`src/rtl/fa_tag_pkg.sv`:
```
package fa_tag_pkg;
    localparam int unsigned FA_ADDR_W_DEF  = 32;
    localparam int unsigned FA_ENTRIES_DEF = 8;

    // Kind of recency update applied in a cycle
    typedef enum logic [1:0] {
        TOUCH_NONE  = 2'd0,
        TOUCH_HIT   = 2'd1,
        TOUCH_FILL  = 2'd2,
        TOUCH_RESET = 2'd3
    } touch_kind_e;
endpackage

```
`src/rtl/fa_tag_match.sv`:
```
module fa_tag_match #(
    parameter int unsigned ADDR_W  = fa_tag_pkg::FA_ADDR_W_DEF,
    parameter int unsigned ENTRIES = fa_tag_pkg::FA_ENTRIES_DEF,
    localparam int unsigned IDX_W  = $clog2(ENTRIES)
) (
    input  logic                             clk,
    input  logic                             rst_n,
    input  logic [ADDR_W-1:0]                key,
    input  logic [ENTRIES-1:0]               valid,
    input  logic [ENTRIES-1:0][ADDR_W-1:0]   tags,
    output logic                             hit,
    output logic [IDX_W-1:0]                 hit_idx
);
    logic [ENTRIES-1:0] match_vec;

    // one comparator per entry, all in parallel
    for (genvar g = 0; g < ENTRIES; g++) begin : g_cmp
        assign match_vec[g] = valid[g] && (tags[g] == key);
    end

    always_comb begin
        hit_idx = '0;
        for (int i = 0; i < ENTRIES; i++) begin
            if (match_vec[i]) begin
                hit_idx = IDX_W'(i);
            end
        end
    end

    assign hit = |match_vec;

    AST_HIT_ONEHOT: assert property (@(posedge clk) disable iff (!rst_n)
        $onehot0(match_vec)) else $error("duplicate tag match");
endmodule

```
`src/rtl/fa_victim_pick.sv`:
```
module fa_victim_pick #(
    parameter int unsigned ENTRIES = fa_tag_pkg::FA_ENTRIES_DEF,
    localparam int unsigned IDX_W  = $clog2(ENTRIES)
) (
    input  logic                           clk,
    input  logic                           rst_n,
    input  logic [ENTRIES-1:0]             valid,
    input  logic [ENTRIES-1:0][IDX_W-1:0]  age,
    output logic [IDX_W-1:0]               victim
);
    localparam logic [IDX_W-1:0] OLDEST = IDX_W'(ENTRIES - 1);

    logic [IDX_W-1:0] free_idx;
    logic             free_any;
    logic [IDX_W-1:0] lru_idx;

    always_comb begin
        free_idx = '0;
        free_any = 1'b0;
        for (int i = ENTRIES - 1; i >= 0; i--) begin
            if (!valid[i]) begin
                free_idx = IDX_W'(i);
                free_any = 1'b1;
            end
        end
    end

    always_comb begin
        lru_idx = '0;
        for (int i = 0; i < ENTRIES; i++) begin
            if (age[i] == OLDEST) begin
                lru_idx = IDX_W'(i);
            end
        end
    end

    assign victim = free_any ? free_idx : lru_idx;

    AST_FREE_FIRST: assert property (@(posedge clk) disable iff (!rst_n)
        !(&valid) |-> !valid[victim]) else $error("valid victim while free exists");
    AST_LRU_VICTIM: assert property (@(posedge clk) disable iff (!rst_n)
        (&valid) |-> (age[victim] == OLDEST)) else $error("victim not LRU");
endmodule

```
`src/rtl/fa_recency.sv`:
```
module fa_recency #(
    parameter int unsigned ENTRIES = fa_tag_pkg::FA_ENTRIES_DEF,
    localparam int unsigned IDX_W  = $clog2(ENTRIES)
) (
    input  logic                           clk,
    input  logic                           rst_n,
    input  logic [ENTRIES-1:0][IDX_W-1:0]  age_q,
    input  fa_tag_pkg::touch_kind_e        kind,
    input  logic [IDX_W-1:0]               touch_idx,
    output logic [ENTRIES-1:0][IDX_W-1:0]  age_d
);
    import fa_tag_pkg::*;

    // age 0 = most recent, ENTRIES-1 = least recent
    always_comb begin
        age_d = age_q;
        unique case (kind)
            TOUCH_RESET: begin
                for (int i = 0; i < ENTRIES; i++) begin
                    age_d[i] = IDX_W'(ENTRIES - 1 - i);
                end
            end
            TOUCH_HIT, TOUCH_FILL: begin
                for (int i = 0; i < ENTRIES; i++) begin
                    if (IDX_W'(i) == touch_idx) begin
                        age_d[i] = '0;
                    end else if (age_q[i] < age_q[touch_idx]) begin
                        age_d[i] = age_q[i] + 1'b1;
                    end
                end
            end
            default: age_d = age_q;
        endcase
    end

    logic [ENTRIES-1:0] seen;
    always_comb begin
        seen = '0;
        for (int i = 0; i < ENTRIES; i++) begin
            seen[age_q[i]] = 1'b1;
        end
    end

    AST_AGE_PERMUTATION: assert property (@(posedge clk) disable iff (!rst_n)
        $countones(seen) == ENTRIES) else $error("recency order corrupt");
    AST_TOUCH_IS_NEWEST: assert property (@(posedge clk) disable iff (!rst_n)
        (kind == TOUCH_HIT) |=> (age_q[$past(touch_idx)] == '0)) else $error("touched entry not MRU");
endmodule

```
`src/rtl/fa_tag_lookup.sv`:
```
module fa_tag_lookup #(
    parameter int unsigned ADDR_W  = fa_tag_pkg::FA_ADDR_W_DEF,
    parameter int unsigned ENTRIES = fa_tag_pkg::FA_ENTRIES_DEF,
    localparam int unsigned IDX_W  = $clog2(ENTRIES)
) (
    input  logic              clk,
    input  logic              rst_n,
    input  logic              lk_valid,
    input  logic [ADDR_W-1:0] lk_addr,
    input  logic              fill_valid,
    input  logic [ADDR_W-1:0] fill_addr,
    input  logic              flush,
    output logic              rsp_valid,
    output logic              rsp_hit,
    output logic [IDX_W-1:0]  rsp_idx
);
    import fa_tag_pkg::*;

    typedef struct packed {
        logic [ENTRIES-1:0]             valid;
        logic [ENTRIES-1:0][ADDR_W-1:0] tag;
        logic [ENTRIES-1:0][IDX_W-1:0]  age;
        logic                           rsp_valid;
        logic                           rsp_hit;
        logic [IDX_W-1:0]               rsp_idx;
    } state_t;

    function automatic state_t state_reset();
        state_t s;
        s = '0;
        for (int i = 0; i < ENTRIES; i++) begin
            s.age[i] = IDX_W'(ENTRIES - 1 - i);
        end
        return s;
    endfunction

    state_t st_q, st_d;

    logic             lk_hit, fill_hit;
    logic [IDX_W-1:0] lk_hit_idx, fill_hit_idx, victim_idx;
    logic [IDX_W-1:0] fill_tgt, touch_idx;
    touch_kind_e      touch_kind;
    logic [ENTRIES-1:0][IDX_W-1:0] age_nxt;

    fa_tag_match #(.ADDR_W(ADDR_W), .ENTRIES(ENTRIES)) u_lk_match (
        .clk(clk), .rst_n(rst_n), .key(lk_addr), .valid(st_q.valid),
        .tags(st_q.tag), .hit(lk_hit), .hit_idx(lk_hit_idx)
    );

    fa_tag_match #(.ADDR_W(ADDR_W), .ENTRIES(ENTRIES)) u_fill_match (
        .clk(clk), .rst_n(rst_n), .key(fill_addr), .valid(st_q.valid),
        .tags(st_q.tag), .hit(fill_hit), .hit_idx(fill_hit_idx)
    );

    fa_victim_pick #(.ENTRIES(ENTRIES)) u_victim (
        .clk(clk), .rst_n(rst_n), .valid(st_q.valid), .age(st_q.age),
        .victim(victim_idx)
    );

    fa_recency #(.ENTRIES(ENTRIES)) u_recency (
        .clk(clk), .rst_n(rst_n), .age_q(st_q.age), .kind(touch_kind),
        .touch_idx(touch_idx), .age_d(age_nxt)
    );

    // select the recency update for this cycle
    always_comb begin
        fill_tgt = fill_hit ? fill_hit_idx : victim_idx;
        if (flush) begin
            touch_kind = TOUCH_RESET;
            touch_idx  = '0;
        end else if (fill_valid) begin
            touch_kind = TOUCH_FILL;
            touch_idx  = fill_tgt;
        end else if (lk_valid && lk_hit) begin
            touch_kind = TOUCH_HIT;
            touch_idx  = lk_hit_idx;
        end else begin
            touch_kind = TOUCH_NONE;
            touch_idx  = '0;
        end
    end

    always_comb begin
        st_d           = st_q;
        st_d.age       = age_nxt;
        st_d.rsp_valid = lk_valid;
        if (lk_valid) begin
            st_d.rsp_hit = lk_hit;
            st_d.rsp_idx = lk_hit ? lk_hit_idx : victim_idx;
        end
        if (flush) begin
            st_d.valid = '0;
        end else if (fill_valid) begin
            st_d.valid[fill_tgt] = 1'b1;
            st_d.tag[fill_tgt]   = fill_addr;
        end
    end

    always_ff @(posedge clk or negedge rst_n) begin
        if (!rst_n) begin
            st_q <= state_reset();
        end else begin
            st_q <= st_d;
        end
    end

    assign rsp_valid = st_q.rsp_valid;
    assign rsp_hit   = st_q.rsp_hit;
    assign rsp_idx   = st_q.rsp_idx;

    AST_RSP_LATENCY: assert property (@(posedge clk) disable iff (!rst_n)
        lk_valid |=> rsp_valid) else $error("missing response");
    AST_RSP_IDLE: assert property (@(posedge clk) disable iff (!rst_n)
        !lk_valid |=> !rsp_valid) else $error("spurious response");
    AST_FLUSH_CLEAR: assert property (@(posedge clk) disable iff (!rst_n)
        flush |=> (st_q.valid == '0)) else $error("flush left valid entry");
    AST_FILL_SETS_VALID: assert property (@(posedge clk) disable iff (!rst_n)
        (fill_valid && !flush) |=> st_q.valid[$past(fill_tgt)]) else $error("fill target invalid");
    AST_FILL_REUSE: assert property (@(posedge clk) disable iff (!rst_n)
        (fill_valid && !flush && fill_hit) |=> $stable(st_q.valid)) else $error("duplicate fill allocated");
endmodule

```
`config.mk`:
```
export PLATFORM = sky130hd
export DESIGN_NAME = fa_tag_lookup
export DESIGN_NICKNAME = d
export VERILOG_FILES = /design/src/rtl/fa_tag_pkg.sv /design/src/rtl/fa_tag_match.sv /design/src/rtl/fa_victim_pick.sv /design/src/rtl/fa_recency.sv /design/src/rtl/fa_tag_lookup.sv
export SDC_FILE = /design/constraint.sdc
export NUM_CORES = 1
export LEC_CHECK = 0
export ABC_CLOCK_PERIOD_IN_PS = 7000
export BUFFER_PORTS_ARGS = -buffer_cell sky130_fd_sc_hd__buf_2
export CORE_MARGIN = 2
export CORE_UTILIZATION = 55
export DETAILED_ROUTE_END_ITERATION = 7
export PLACE_DENSITY = 0.77
export SLEW_MARGIN = 20
export SYNTH_ARGS = -nofsm -noshare
export SYNTH_HDL_FRONTEND = slang
export SYNTH_SLANG_ARGS = --single-unit
export TNS_END_PERCENT = 1
```
`constraint.sdc`:
```
create_clock -name clk -period 7 [get_ports clk]
set_clock_uncertainty 0.05 [all_clocks]
set_input_delay 1.4 -clock clk [delete_from_list [all_inputs] [get_ports clk]]
set_output_delay 1.4 -clock clk [all_outputs]
set_load 0.02 [all_outputs]
```
Word level (Yosys, flattened, before mapping)
Index checks and enable logic that the tools add are counted.
{"block": "word_totals", "out_inout_bits": 5, "inputBits": 69, "word_cells": 187, "regBits": 293}
{"block": "classes", "n_eq_ne": 41, "n_reduce_logical": 33, "mux": 72, "bitwise": 2, "n_lt_le_gt_ge": 11, "addsub": 8}
{"op": "32-bit == test", "count": 16}
{"op": "264-bit 2-to-1 mux", "count": 1}
{"op": "256-bit bitwise mux", "count": 1}
{"op": "3-bit 2-to-1 mux", "count": 43}
{"op": "32-bit demux with 3-bit select", "count": 1}
{"op": "24-bit one-hot mux with 2 select lines", "count": 1}
{"op": "32-bit 2-to-1 mux", "count": 1}
{"op": "3-bit by 1-bit adder with 3-bit output (second input constant)", "count": 8}
{"op": "3-bit < comparator", "count": 8}
{"op": "3-bit by 1-bit != test with 1-bit output (second input constant)", "count": 8}
{"op": "3-bit == test (second input constant)", "count": 7}
{"op": "1-bit logical AND", "count": 18}
{"op": "2-bit AND reduction", "count": 9}
{"op": "2-bit 2-to-1 mux", "count": 8}
{"op": "8-bit OR reduction", "count": 2}
{"op": "1-bit 2-to-1 mux", "count": 13}
{"op": "3-bit == test (first input constant)", "count": 4}
{"op": "3-bit binary-select mux with 3-bit select", "count": 1}
{"op": "3-bit by 4-bit < comparator with 1-bit output (second input constant)", "count": 2}
{"op": "8-bit 2-to-1 mux", "count": 1}
{"op": "8-bit bitwise OR", "count": 1}
{"op": "2-bit by 3-bit == test with 1-bit output (first input constant)", "count": 2}
{"op": "2-bit == test (second input constant)", "count": 2}
{"op": "2-bit nonzero test", "count": 2}
{"op": "7 further kinds", "count": 7}

Logic depth before layout (Yosys ltp)
{"block": "depth", "ltp_word": 18, "depth_mapped": 20, "mapped_depth_nobuf": 20}

Cells and area by module
A second synthesis with hierarchy kept.
{"block": "unflattened", "cells_unflattened": 1650, "area_unflattened_um2": 18891.9}
{"mod": "fa_tag_lookup", "cells_each": 640, "area_per_inst_um2": 10953.0, "instances": 1, "seq_area_each_um2": 7347.0}
{"mod": "fa_tag_match", "cells_each": 391, "area_per_inst_um2": 3120.5, "instances": 2, "seq_area_each_um2": 0.0}
{"mod": "fa_recency", "cells_each": 198, "area_per_inst_um2": 1535.2, "instances": 1, "seq_area_each_um2": 0.0}
{"mod": "fa_victim_pick", "cells_each": 30, "area_per_inst_um2": 162.7, "instances": 1, "seq_area_each_um2": 0.0}

Least setup slack after synthesis
No wires, ideal clock.
{"block": "synth_timing", "kind": "input -> register", "from": "input port lk_addr[10]", "to": "register st_q[7] in the netlist's numbering", "t_arrival_ns": 5.532, "stages": 17, "slack_ns": 1.335, "path_buffers": 2, "setup_time_ns": 0.083, "cell_sequence": "buf_2 -> xor2_1 -> nor4_1 -> nand4_1 -> or4_4 -> nor2b_1 -> a311oi_1 -> nor3_1 -> a31o_2 -> clkbuf_1 -> mux4_2 -> o21ai_0 -> ha_1 -> o221ai_1 -> o21ai_2 -> or4_1 -> o211ai_1"}
{"block": "synth_between", "elab_chain_cells": 17}
{"item": "start, declared", "line": "fa_tag_lookup.sv:9", "rtl": "input logic [ADDR_W-1:0] lk_addr,"}
{"item": "32-bit == test", "line": "fa_tag_match.sv:18", "rtl": "assign match_vec[g] = valid[g] && (tags[g] == key);"}
{"item": "1-bit logical AND", "line": "fa_tag_match.sv:18"}
{"item": "1-bit 2-to-1 mux", "line": "fa_tag_match.sv:24", "rtl": "if (match_vec[i]) begin"}
{"item": "2-bit 2-to-1 mux (2 in series)", "line": "fa_tag_match.sv:24"}
{"item": "3-bit 2-to-1 mux (4 in series)", "line": "fa_tag_match.sv:24"}
{"item": "3-bit 2-to-1 mux", "line": "fa_tag_lookup.sv:74", "rtl": "end else if (lk_valid && lk_hit) begin"}
{"item": "3-bit 2-to-1 mux", "line": "fa_tag_lookup.sv:71", "rtl": "end else if (fill_valid) begin"}
{"item": "3-bit 2-to-1 mux", "line": "fa_tag_lookup.sv:68", "rtl": "if (flush) begin"}
{"item": "3-bit binary-select mux with 3-bit select", "line": "fa_recency.sv:27", "rtl": "end else if (age_q[i] < age_q[touch_idx]) begin"}
{"item": "3-bit 2-to-1 mux (not written as such)", "line": "fa_recency.sv:27"}
{"item": "3-bit < comparator", "line": "fa_recency.sv:27"}
{"item": "3-bit by 1-bit != test with 1-bit output (no source line)"}
{"item": "2-bit AND reduction (no source line)"}
{"item": "end signal, assigned", "line": "fa_tag_lookup.sv:101", "rtl": "st_q <= state_reset();"}
{"item": "end signal, assigned", "line": "fa_tag_lookup.sv:103", "rtl": "st_q <= st_d;"}
{"item": "end, declared", "line": "fa_tag_lookup.sv:37", "rtl": "state_t st_q, st_d;"}
Parallel ways exist; a longest one is shown, timed or not. The select of a mux whose other input is x is not followed.
A chain may end at the register's enable or synchronous reset.

Worst setup path in the final report
{"block": "layout_timing", "from": "input port fill_addr[3]", "to": "register st_q[7] in the netlist's numbering"}
{"block": "layout_between", "elab_chain_cells": 17}
{"item": "start, declared", "line": "fa_tag_lookup.sv:11", "rtl": "input logic [ADDR_W-1:0] fill_addr,"}
{"item": "32-bit == test", "line": "fa_tag_match.sv:18"}
{"item": "1-bit logical AND", "line": "fa_tag_match.sv:18"}
{"item": "1-bit 2-to-1 mux", "line": "fa_tag_match.sv:24"}
{"item": "2-bit 2-to-1 mux (2 in series)", "line": "fa_tag_match.sv:24"}
{"item": "3-bit 2-to-1 mux (4 in series)", "line": "fa_tag_match.sv:24"}
{"item": "3-bit 2-to-1 mux *", "line": "fa_tag_lookup.sv:67", "rtl": "fill_tgt = fill_hit ? fill_hit_idx : victim_idx;"}
{"item": "3-bit 2-to-1 mux *", "line": "fa_tag_lookup.sv:71"}
{"item": "3-bit 2-to-1 mux *", "line": "fa_tag_lookup.sv:68"}
{"item": "3-bit binary-select mux with 3-bit select", "line": "fa_recency.sv:27"}
{"item": "3-bit 2-to-1 mux (not written as such)", "line": "fa_recency.sv:27"}
{"item": "3-bit < comparator", "line": "fa_recency.sv:27"}
{"item": "3-bit by 1-bit != test with 1-bit output (no source line)"}
{"item": "2-bit AND reduction (no source line)"}
Every way passes the cells marked *; elsewhere a longest branch is shown, timed or not. The select of a mux whose other input is x is not followed.

==> results by group <==
STA
  – Slew margin rel.: 0.285
  – Final min period: 5.79 ns
  – Endpoints failing hold: 0
  – Final slew viol count: 0
  – Period utilization: 0.827
  – RSZ-0062 raised after global routing: no
  – Final setup fails: 0
  – Total negative slack: 0 ns
  – Worst Tran Pin Value: about 1.1 ns
  – Fmax: 0.173 GHz

Synth
  – Synth Area in Compound Gates: 0.0511
  – Simple-gate share of the synthesized area: 0.119
  – Synth Area in XOR/XNOR: 0.230
  – Cell variety after synth: 78
  – Main synth FF type: dfrtp_1
  – Post-synth top area cell: dfrtp_1
  – Most common cell in the netlist: xnor2_1
  – Post-synth EDFFs: 0
  – Yosys reg bits: 293
  – Ys async rst share: 1.00
  – Mux share of post-synthesis cell area: 0.154
  – Commonest cells post-synth: xnor2_1 (308), dfrtp_1 (281), mux2_2 (250)
  – Post-synth top area share: 0.369
  – Synth Area per Inst: between 10 and 15 sq um
  – Cell count after synthesis: 1,789
  – Synth Cell Area: around 0.019 sq mm
  – Post-Syn Nets: 1,882
  – Top post-synthesis cells by area: dfrtp_1 (37%), mux2_2 (15%), xnor2_1 (14%), xor2_1 (8.8%), nand4_1 (3.3%)
  – Seq/Total Area, Yosys: 0.385
  – Synth Area in Adders: 0.0158
  – Largest family of logic cells by synthesized area: XOR/XNOR gates
  – YS warnings: 0

Routing
  – Met3 WL: 6.67 mm
  – Wirelength per Cell: between 30 and 40 um
  – Number of detailed-route iterations in the first pass: 5
  – Met1 Wirelength: 28.0 mm
  – Routed WL: 72.6 mm
  – DRC viols: 0
  – Max layer used: met4
  – Via-per-instance ratio: 6.53
  – Routed Antenna Nets: 0
  – Initial DRC Count: 1,517
  – Routed wl met2: 32.4 mm
  – Via count: 14,964

Job
  – Max_cap viols: 0

Global routing
  – Grt total ovfl: 0
  – Total track usage: 0.404
  – Largest net degree at the start of global routing: 118
  – Initial antenna violation count: 1
  – Vias in the first global route: 14,865
  – First-pass GRT wire length: roughly 100 mm

CTS
  – Post-CTS setup buffers: 0
  – Hold-fix buffer count after cts: 0
  – CTS HTree Levels: 2
  – CTS Sinks: 293
  – TritonCTS Buffers: 35
  – Clock latency on the worst-skew pair: 0.57 ns
  – Resized Gates After CTS: 0
  – CTS tree: built
  – Clock buffer depth: 3
  – Clock slew at the register clock pins of the worst setup and hold paths: 0.06 ns
  – CTS root buf: clkbuf_16

Floorplan
  – Core Area: approximately 0.034 sq mm
  – Starting Density: 0.555
  – Row Count: 68
  – Die H: 190 um
  – Die Wd: 190 um
  – Num ports: 74
  – Die area: 0.0362 sq mm

Worst hold path
  – Hold Path Cell Cnt: 2
  – Hold crit path type: reg -> reg

Critical path
  – Reg2reg setup slack: just over 2 ns
  – CP required: 7.42 ns
  – RR Endpoint: st_q[7]$_DFFE_PN1P_
  – Type of element launching the critical path: primary input
  – Critical Path End Type: register
  – WP data arrival: 6.21 ns
  – Worst Setup EP: st_q[7]$_DFFE_PN1P_
  – CP Launch Point: fill_addr[3]
  – Crit Path Category: in -> reg
  – Worst-path maximum fanout: 17
  – R2R depth: 16

Place
  – Placed inst area: approximately 0.02 sq mm
  – PortBufs: 73
  – GPL Wtd Cong: 1.07
  – Dpl hpwl: 52.7 mm
  – Placed cells: 2,230

Finish
  – Fin cells: ~2,300
  – Fraction of layout cells with a size suffix above 1: 0.258
  – Post-layout util: 0.610
  – Filler cell count: about 2,900
  – Area Overhead vs Synth: 10.1%
  – Final instance area: 0.0210 sq mm
  – Nets: 1,905
  – Multi-input logic area: between 0.01 and 0.015 sq mm
  – Reg area: 0.00735 sq mm

Power and ir drop
  – Leakage: about 9 nW
  – Max VDD drop: ~280 uV
  – Pwr Density: between 200 and 300 mW/mm^2

Outcome
  – Status: completed
-- cell type report --
| class | instances | share of cell area |
|---|---|---|
| Clock inverter | 10 | 0.0106 |
| Tap cell | 455 | 0.0271 |
| Antenna cell | 1 | 0.000119 |
| Timing Repair Buffer | 120 | 0.0353 |
| Clock buffer | 51 | 0.0494 |
| Inverter | 44 | 0.00787 |
| Sequential cell | 293 | 0.350 |
| Multi-Input combinational cell | 1318 | 0.519 |
-- metal layers --
layer  up-vias  track usage
met1      7532        0.515
met4         0        0.260
li1       6310            -
met3       257       0.0869
met5         -            0
met2       865        0.622
-- worst max-delay path: stages --
cell	delay, ns
buf_2	0.52
xor2_1	0.16
nor4_1	0.41
nand4_1	0.27
or4_1	0.62
nand2_1	0.10
o21bai_2	0.16
a21oi_2	0.15
nor2_2	0.37
mux4_2	0.55
o21ai_0	0.22
buf_4	0.19
ha_1	0.24
o221ai_1	0.09
o21ai_2	0.12
or4_1	0.51
o211ai_1	0.10
-- worst min path at each step --
stage	startpoint	endpoint	slack (ns)
after floorplan	st_q[21]$_DFFE_PN1P_	st_q[21]$_DFFE_PN1P_	0.43
after global placement	rsp_idx[2]$_DFFE_PN0P_	rsp_idx[2]$_DFFE_PN0P_	0.45
after detailed placement	rsp_hit$_DFFE_PN0P_	rsp_hit$_DFFE_PN0P_	0.46
after CTS	rsp_hit$_DFFE_PN0P_	rsp_hit$_DFFE_PN0P_	0.48
after global routing	rsp_hit$_DFFE_PN0P_	rsp_hit$_DFFE_PN0P_	0.50
final	st_q[21]$_DFFE_PN1P_	st_q[21]$_DFFE_PN1P_	0.48
-- kinds of logic (layout without fill, tap and decap cells) --
group / count (synthesis) / count (layout)
AO/OA/AOI/OAI: 130 / 130
multiplexers: 261 / 261
adder cells (fa/ha/maj): 24 / 24
other: 0 / 1
XOR/XNOR: 500 / 500
buffers and inverters: 178 / 225
flip-flops: 293 / 293
AND/OR/NAND/NOR: 403 / 403
-- cells in the final DEF (no fill, tap or decap), types with 12 or more instances in the layout --
cell / synthesis / layout
xnor2_1: 308 / 308
dfrtp_1: 281 / 281
mux2_2: 250 / 250
xor2_1: 192 / 192
nand4_1: 101 / 101
nor4_1: 79 / 79
buf_2: 44 / 72
nand2_1: 69 / 69
o21ai_0: 48 / 48
buf_4: 15 / 46
inv_1: 44 / 44
clkbuf_16: 0 / 36
nor2_1: 30 / 30
nand3_1: 31 / 30
ha_1: 24 / 24
nor3_1: 25 / 23
nand2b_1: 12 / 12
a21oi_1: 12 / 12
dfstp_2: 12 / 12
-- stage by stage --
| stage | hold WS, ns | worst slack, ns | total power, W |
|---|---|---|---|
| floorplan | 0.430 | 1.33 | 0.00329 |
| global placement | 0.454 | 0.819 | 0.00377 |
| detailed placement | 0.462 | 0.775 | 0.00381 |
| CTS | 0.477 | 1.34 | 0.00584 |
| global route | 0.497 | 1.01 | 0.00606 |
| finish | 0.484 | 1.21 | 0.00586 |
-- power breakdown --
group	internal, W	total (W)	switching (W)
logic	0.000692	0.00153	0.000835
clock network	0.00125	0.00203	0.000776
registers	0.00196	0.00231	0.000344
Power figures use the tool's default switching activity.
